`src/rtl/pmc_pkg.sv`:
```
`timescale 1ns/1ps
package pmc_pkg;

    localparam int DATA_W  = 64;
    localparam int FX_BASE = 32;

    // register map
    localparam logic [7:0] A_GP_CNT0  = 8'h00;
    localparam logic [7:0] A_EVSEL0   = 8'h10;
    localparam logic [7:0] A_FX_CNT0  = 8'h20;
    localparam logic [7:0] A_FX_CTL   = 8'h30;
    localparam logic [7:0] A_GLB_EN   = 8'h31;
    localparam logic [7:0] A_OVF_STAT = 8'h32;
    localparam logic [7:0] A_OVF_CLR  = 8'h33;

    // event-select bit positions
    localparam int EV_USR = 16;
    localparam int EV_KRN = 17;
    localparam int EV_IE  = 20;
    localparam int EV_EN  = 22;
    localparam int EV_TH  = 24;

    typedef enum logic [2:0] {
        RG_GPCNT, RG_EVSEL, RG_FXCNT, RG_FXCTL,
        RG_GEN, RG_STAT, RG_CLR, RG_NONE
    } region_e;

    typedef struct packed {
        logic    we;
        region_e rg;
        logic [3:0] idx;
    } acc_t;

    function automatic region_e decode_region(input logic [7:0] a);
        region_e r;
        case (a[7:4])
            4'h0: r = RG_GPCNT;
            4'h1: r = RG_EVSEL;
            4'h2: r = RG_FXCNT;
            4'h3: begin
                case (a[3:0])
                    4'h0:    r = RG_FXCTL;
                    4'h1:    r = RG_GEN;
                    4'h2:    r = RG_STAT;
                    4'h3:    r = RG_CLR;
                    default: r = RG_NONE;
                endcase
            end
            default: r = RG_NONE;
        endcase
        return r;
    endfunction

    function automatic logic priv_ok(input logic usr_en, input logic krn_en,
                                     input logic is_user);
        return is_user ? usr_en : krn_en;
    endfunction

    function automatic logic [DATA_W-1:0] impl_mask(input int ngp, input int nfx);
        logic [DATA_W-1:0] m;
        m = '0;
        for (int i = 0; i < ngp; i++) m[i] = 1'b1;
        for (int j = 0; j < nfx; j++) m[FX_BASE + j] = 1'b1;
        return m;
    endfunction

endpackage

```
`src/rtl/pmc_counter.sv`:
```
`timescale 1ns/1ps
module pmc_counter #(
    parameter int CNT_W = 48,
    parameter int INC_W = 4
) (
    input  logic             clk,
    input  logic             rst,
    input  logic             run,
    input  logic [INC_W-1:0] inc,
    input  logic [7:0]       thresh,
    input  logic             wr_en,
    input  logic [CNT_W-1:0] wr_val,
    output logic [CNT_W-1:0] value,
    output logic             wrap
);
    localparam int CW = (INC_W > 8) ? INC_W : 8;

    logic [CW-1:0]  inc_x, th_x;
    logic [CNT_W:0] step, sum;

    always_comb begin
        inc_x = CW'(inc);
        th_x  = CW'(thresh);
        if (th_x == '0) step = (CNT_W+1)'(inc);
        else            step = (inc_x >= th_x) ? (CNT_W+1)'(1) : '0;
        sum  = {1'b0, value} + step;
        // a software write in the same cycle wins: no wrap recorded
        wrap = run && !wr_en && sum[CNT_W];
    end

    always_ff @(posedge clk) begin
        if (rst)        value <= '0;
        else if (wr_en) value <= wr_val;
        else if (run)   value <= sum[CNT_W-1:0];
    end
endmodule

```
`src/rtl/pmc_gp_slot.sv`:
```
`timescale 1ns/1ps
module pmc_gp_slot
    import pmc_pkg::*;
#(
    parameter int CNT_W   = 48,
    parameter int INC_W   = 4,
    parameter int NUM_EVT = 8
) (
    input  logic                     clk,
    input  logic                     rst,
    input  logic [NUM_EVT*INC_W-1:0] evt_inc,
    input  logic                     priv_user,
    input  logic                     glob_en,
    input  logic                     sel_we,
    input  logic [31:0]              sel_wval,
    input  logic                     cnt_we,
    input  logic [CNT_W-1:0]         cnt_wval,
    output logic [31:0]              sel_q,
    output logic [CNT_W-1:0]         value,
    output logic                     wrap,
    output logic                     irq_en
);
    logic [INC_W-1:0] src;
    logic             run;

    always_ff @(posedge clk) begin
        if (rst)         sel_q <= '0;
        else if (sel_we) sel_q <= sel_wval;
    end

    // lane pick from the low code byte; unmatched codes feed zero
    always_comb begin
        src = '0;
        for (int e = 0; e < NUM_EVT; e++)
            if (sel_q[7:0] == 8'(e)) src = evt_inc[e*INC_W +: INC_W];
    end

    assign run    = sel_q[EV_EN] && glob_en &&
                    priv_ok(sel_q[EV_USR], sel_q[EV_KRN], priv_user);
    assign irq_en = sel_q[EV_IE];

    pmc_counter #(.CNT_W(CNT_W), .INC_W(INC_W)) u_cnt (
        .clk    (clk),
        .rst    (rst),
        .run    (run),
        .inc    (src),
        .thresh (sel_q[EV_TH +: 8]),
        .wr_en  (cnt_we),
        .wr_val (cnt_wval),
        .value  (value),
        .wrap   (wrap)
    );
endmodule

```
`src/rtl/pmc_bank.sv`:
```
`timescale 1ns/1ps
module pmc_bank
    import pmc_pkg::*;
#(
    parameter int NUM_GP  = 4,
    parameter int NUM_FX  = 3,
    parameter int CNT_W   = 48,
    parameter int NUM_EVT = 8,
    parameter int INC_W   = 4
) (
    input  logic                     clk,
    input  logic                     rst,
    input  logic [NUM_EVT*INC_W-1:0] evt_inc,
    input  logic [NUM_FX*INC_W-1:0]  fx_inc,
    input  logic                     priv_user,
    input  logic                     reg_we,
    input  logic [7:0]               reg_addr,
    input  logic [63:0]              reg_wdata,
    output logic [63:0]              reg_rdata,
    output logic                     ovf_irq
);
    localparam logic [DATA_W-1:0] IMPL = impl_mask(NUM_GP, NUM_FX);
    localparam int FXW = 4 * NUM_FX;

    acc_t acc;
    assign acc = '{we: reg_we, rg: decode_region(reg_addr), idx: reg_addr[3:0]};

    logic [DATA_W-1:0] gen_en_q, status_q, set_vec, irq_mask, clr_vec;
    logic [FXW-1:0]    fx_ctl_q;

    logic [31:0]      gp_sel  [NUM_GP];
    logic [CNT_W-1:0] gp_val  [NUM_GP];
    logic             gp_wrap [NUM_GP];
    logic             gp_ie   [NUM_GP];
    logic [CNT_W-1:0] fx_val  [NUM_FX];
    logic             fx_wrap [NUM_FX];

    for (genvar g = 0; g < NUM_GP; g++) begin : g_gp
        logic sel_we, cnt_we;
        assign sel_we = acc.we && acc.rg == RG_EVSEL && acc.idx == 4'(g);
        assign cnt_we = acc.we && acc.rg == RG_GPCNT && acc.idx == 4'(g);
        pmc_gp_slot #(.CNT_W(CNT_W), .INC_W(INC_W), .NUM_EVT(NUM_EVT)) u_slot (
            .clk       (clk),
            .rst       (rst),
            .evt_inc   (evt_inc),
            .priv_user (priv_user),
            .glob_en   (gen_en_q[g]),
            .sel_we    (sel_we),
            .sel_wval  (reg_wdata[31:0]),
            .cnt_we    (cnt_we),
            .cnt_wval  (reg_wdata[CNT_W-1:0]),
            .sel_q     (gp_sel[g]),
            .value     (gp_val[g]),
            .wrap      (gp_wrap[g]),
            .irq_en    (gp_ie[g])
        );
    end

    for (genvar j = 0; j < NUM_FX; j++) begin : g_fx
        logic run, cnt_we;
        assign run = gen_en_q[FX_BASE + j] &&
                     priv_ok(fx_ctl_q[4*j + 1], fx_ctl_q[4*j], priv_user);
        assign cnt_we = acc.we && acc.rg == RG_FXCNT && acc.idx == 4'(j);
        pmc_counter #(.CNT_W(CNT_W), .INC_W(INC_W)) u_cnt (
            .clk    (clk),
            .rst    (rst),
            .run    (run),
            .inc    (fx_inc[j*INC_W +: INC_W]),
            .thresh (8'd0),
            .wr_en  (cnt_we),
            .wr_val (reg_wdata[CNT_W-1:0]),
            .value  (fx_val[j]),
            .wrap   (fx_wrap[j])
        );
    end

    always_comb begin
        set_vec  = '0;
        irq_mask = '0;
        for (int i = 0; i < NUM_GP; i++) begin
            set_vec[i]  = gp_wrap[i];
            irq_mask[i] = gp_ie[i];
        end
        for (int j = 0; j < NUM_FX; j++) begin
            set_vec[FX_BASE + j]  = fx_wrap[j];
            irq_mask[FX_BASE + j] = fx_ctl_q[4*j + 3];
        end
        clr_vec = (acc.we && acc.rg == RG_CLR) ? reg_wdata : '0;
    end

    always_ff @(posedge clk) begin
        if (rst) begin
            gen_en_q <= '0;
            fx_ctl_q <= '0;
            status_q <= '0;
        end else begin
            if (acc.we && acc.rg == RG_GEN)   gen_en_q <= reg_wdata & IMPL;
            if (acc.we && acc.rg == RG_FXCTL) fx_ctl_q <= reg_wdata[FXW-1:0];
            // a fresh wrap outranks a clear in the same cycle
            status_q <= ((status_q & ~clr_vec) | set_vec) & IMPL;
        end
    end

    assign ovf_irq = |(status_q & irq_mask);

    always_comb begin
        reg_rdata = '0;
        case (acc.rg)
            RG_GPCNT: for (int i = 0; i < NUM_GP; i++)
                          if (acc.idx == 4'(i)) reg_rdata = 64'(gp_val[i]);
            RG_EVSEL: for (int i = 0; i < NUM_GP; i++)
                          if (acc.idx == 4'(i)) reg_rdata = 64'(gp_sel[i]);
            RG_FXCNT: for (int j = 0; j < NUM_FX; j++)
                          if (acc.idx == 4'(j)) reg_rdata = 64'(fx_val[j]);
            RG_FXCTL: reg_rdata = 64'(fx_ctl_q);
            RG_GEN:   reg_rdata = gen_en_q;
            RG_STAT:  reg_rdata = status_q;
            default:  reg_rdata = '0;
        endcase
    end
endmodule

```
`config.mk`:
```
export PLATFORM = sky130hd
export DESIGN_NAME = pmc_bank
export DESIGN_NICKNAME = d
export VERILOG_FILES = /design/src/rtl/pmc_pkg.sv /design/src/rtl/pmc_counter.sv /design/src/rtl/pmc_gp_slot.sv /design/src/rtl/pmc_bank.sv
export SDC_FILE = /design/constraint.sdc
export NUM_CORES = 2
export LEC_CHECK = 0
export ABC_CLOCK_PERIOD_IN_PS = 5900
export BUFFER_PORTS_ARGS = -buffer_cell sky130_fd_sc_hd__buf_2
export CORE_AREA = 5 5 300 302
export CTS_CLUSTER_DIAMETER = 40
export DETAILED_ROUTE_END_ITERATION = 16
export DIE_AREA = 0 0 305 307
export GPL_TIMING_DRIVEN = 0
export PLACE_DENSITY = 0.57
export SETUP_SLACK_MARGIN = 0.1
export SLEW_MARGIN = 20
export SYNTH_ARGS = -nofsm -noshare
export SYNTH_HDL_FRONTEND = slang
export SYNTH_SLANG_ARGS = --single-unit
```
`constraint.sdc`:
```
create_clock -name clk -period 5.9 [get_ports clk]
set_input_delay 0.59 -clock clk [delete_from_list [all_inputs] [get_ports clk]]
set_output_delay 0.59 -clock clk [all_outputs]
set_load 0.005 [all_outputs]
```
==> results.cfg <==
[run_status]
status = finished, final reports clean

[synthesis]
synth_flop_cell = dfxtp_1
netlist.area_leader.share_pct = 32.6
synth_area_sq_mm = 0.0301
yosysWarnings = 0
synth_edf_count = 0
yosys.area.top_type = dfxtp_1
synth_seq_cells = 490
syn_area_per_cell_sq_um = 7.43
ys_types = 72
seq_area_frac_synth_pct = 32.6
synth_async_sr_flop_share_pct = 0
synth.area.top_cells = dfxtp_1 (33%), nand2_1 (7.5%), a211oi_1 (7.4%)
synth_cells = 4051

[global_routing]
antenna_found_initial = 13
grt_overflow = 0
grt_max_degree = 13
track_usage_pct = 29.8
grt_pass1_wl_mm = 209
grt_pass1_vias = 29800

[power_and_ir_drop]
p_leak_nw = 11.9
power_density_mw_per_mm2 = 264
ir_drop_v = 0.000197
power_mw = 9.40

[floorplan]
dieArea_sq_mm = 0.0936
io_pins = 185
rows = 109
design.core.area_sq_mm = 0.0874
die_x_um = 305
die_y_um = 307
start_util_pct = 34.4

[sta]
slew_viol_final = 0
max_slew_margin_pct = 12.9
finalSetupViolCount = 0
final.min_clock_period_ps = 5530
tightest_slew_ps = 1310
rsz0062_at_grt = no
min_period_over_period_pct = 93.7
max_freq_mhz = 181
tns_ps = 0
whs_ps = 233
finalHoldViolCount = 0
fin_skew_ps = 35.1

[cts]
clock_path_buffers = 3
cts_root_buf = clkbuf_16
cts_tree = yes
cts_hold_buf = 0
cts.sinks = 490
htree_levels = 3
clkTransAtPathRegs_ps = 60
cts_inserted_buffers = 89
clk_latency_ps = 670

[route]
via_per_inst = 5.91
drtIter0Drc = 4593
via_count = 32800
avgRoutedWirePerCell_um = 26.5
drtPass1Iterations = 7
drc_errors = 0
ant_nets = 0
drt_wl_total_mm = 147

[final_layout]
fin_nets = 4477
area_growth_pct = 18.4
fin_area_sq_mm = 0.0356
fillers = 9017
layout-drive-gt1-share_pct = 9.66

[worst_setup_path]
end_kind = output port
required_ps = 5310
worst-path-max-fanout = 10
startpoint_type = primary input
worstPathArrival_ps = 4940
critPathKind = in2out

[placement]
postPlaceCellArea_sq_mm = 0.0324
dp.final_hpwl_mm = 113
port_buffers = 145
gp_congestion = 1.01

[worst_hold_path]
worstHoldPathType = in2reg

[flow_run]
cap_viol_max_count = 0
worst max-delay path, stage by stage:
cell      delay [ps]
buf_2            160
nor4b_2          810
clkbuf_1         820
buf_2            540
buf_1            790
nand2_1          110
a21oi_1          320
o21ai_0          260
o211ai_1         300
buf_2            200
stage by stage:
| stage | util, % | cells | setup WS [ps] |
|---|---|---|---|
| finish | 40.8 | 5551 | 373 |
| global route | 40.7 | 5545 | 123 |
| CTS | 40.7 | 5543 | 116 |
| detailed placement | 37.1 | 5378 | 100 |
| global placement | 37.0 | 5376 | 103 |
| floorplan | - | 4066 | 1580 |
synth_stat cells, drive strengths merged, types with 47 or more instances:
cell type    n
nand2      601
dfxtp      490
nor2       462
a21oi      327
a211oi     301
clkbuf     301
o21ai      265
xnor2      141
xor2       140
nand3      138
nor3        98
nand4       91
inv         77
and3        69
or3         51
buf         48
nor4        47
layout by cell type, fill, tap and decap left out, drive strengths merged, types with 9 or more instances in the layout:
cell type	Yosys	final
nand2	601	601
dfxtp	490	490
nor2	462	462
clkbuf	301	414
a21oi	327	327
a211oi	301	301
o21ai	265	265
buf	48	196
xnor2	141	141
xor2	140	140
nand3	138	138
nor3	98	98
nand4	91	91
inv	77	85
and3	69	69
or3	51	51
nor4	47	47
mux2i	46	46
ha	44	44
and4	42	42
a311oi	31	31
and2	31	31
mux4	27	27
o211ai	22	22
o22ai	20	20
nor2b	19	19
clkinv	0	18
a22oi	17	17
conb	1	16
a21o	14	14
clkinvlp	0	14
bufinv	0	12
or4	12	12
mux2	9	9
layer usage:
metal  part of all wire, %  vias to the layer above  track usage [%]
li1                      -                    14900                -
met1                    41                    15700             40.4
met2                    42                     1944             44.2
met3                    11                      327             7.29
met4                   5.8                        2             15.6
met5                0.0088                        -                0
area by class of cell:
cell class | instances | area [sq um] | share of cell area, %
diodes | 6 | 15.0 | 0.0421
plain buffers | 349 | 1430 | 4.02
clock buffers | 113 | 2480 | 6.96
repair buffers | 149 | 763 | 2.14
well taps | 1165 | 1460 | 4.09
clock inverters | 52 | 702 | 1.97
inverters | 77 | 289 | 0.811
multi-input cells | 3150 | 18700 | 52.4
flip-flops and latches | 490 | 9810 | 27.5
power breakdown:
| part | total [mW] | internal (mW) | switching [mW] | leakage, nW |
|---|---|---|---|---|
| registers | 3.33 | 3.32 | 0.00822 | 3.95 |
| clock network | 5.50 | 3.53 | 1.98 | 1.52 |
| logic | 0.571 | 0.125 | 0.446 | 6.46 |
| total | 9.40 | 6.97 | 2.43 | 11.9 |
timing repair:
action	in CTS	in global routing
setup endpoints to repair	0	28
resized for setup	0	10
buffers inserted	0	1
cells by family after synthesis:
| group | after synthesis | synth area share, % |
|---|---|---|
| simple gates | 1683 | 26.1 |
| compound gates | 1037 | 21.3 |
| flops | 490 | 32.6 |
| buf+inv | 426 | 5.64 |
| xor+xnor | 281 | 8.17 |
| mux | 82 | 3.89 |
| fa+ha+maj | 51 | 2.29 |
| other cells | 1 | 0.0125 |
flip-flops by register name (all words and copies together) (netlist names):
register                 cells
fx_ctl_q                    12
g_fx.u_cnt.value           144
g_gp.u_slot.sel_q          128
g_gp.u_slot.u_cnt.value    192
gen_en_q                     7
status_q                     7
path summary, 6_finish.rpt:
path | slack [ps] | from | endpoint | depth (start not counted)
setup / recovery | 370 | reg_addr[3] | reg_rdata[4] | 10
hold / removal | 230 | reg_wdata[5] | g_fx[1].u_cnt.value[5]$_SDFFE_PP0P_ | 3
setup reg to reg | 390 | g_gp[2].u_slot.sel_q[1]$_SDFFE_PP0P_ | status_q[2]$_SDFF_PP0_ | 20
hold reg to reg | 450 | g_gp[2].u_slot.sel_q[23]$_SDFFE_PP0P_ | g_gp[2].u_slot.sel_q[23]$_SDFFE_PP0P_ | 2
Power figures use the tool's default switching activity.
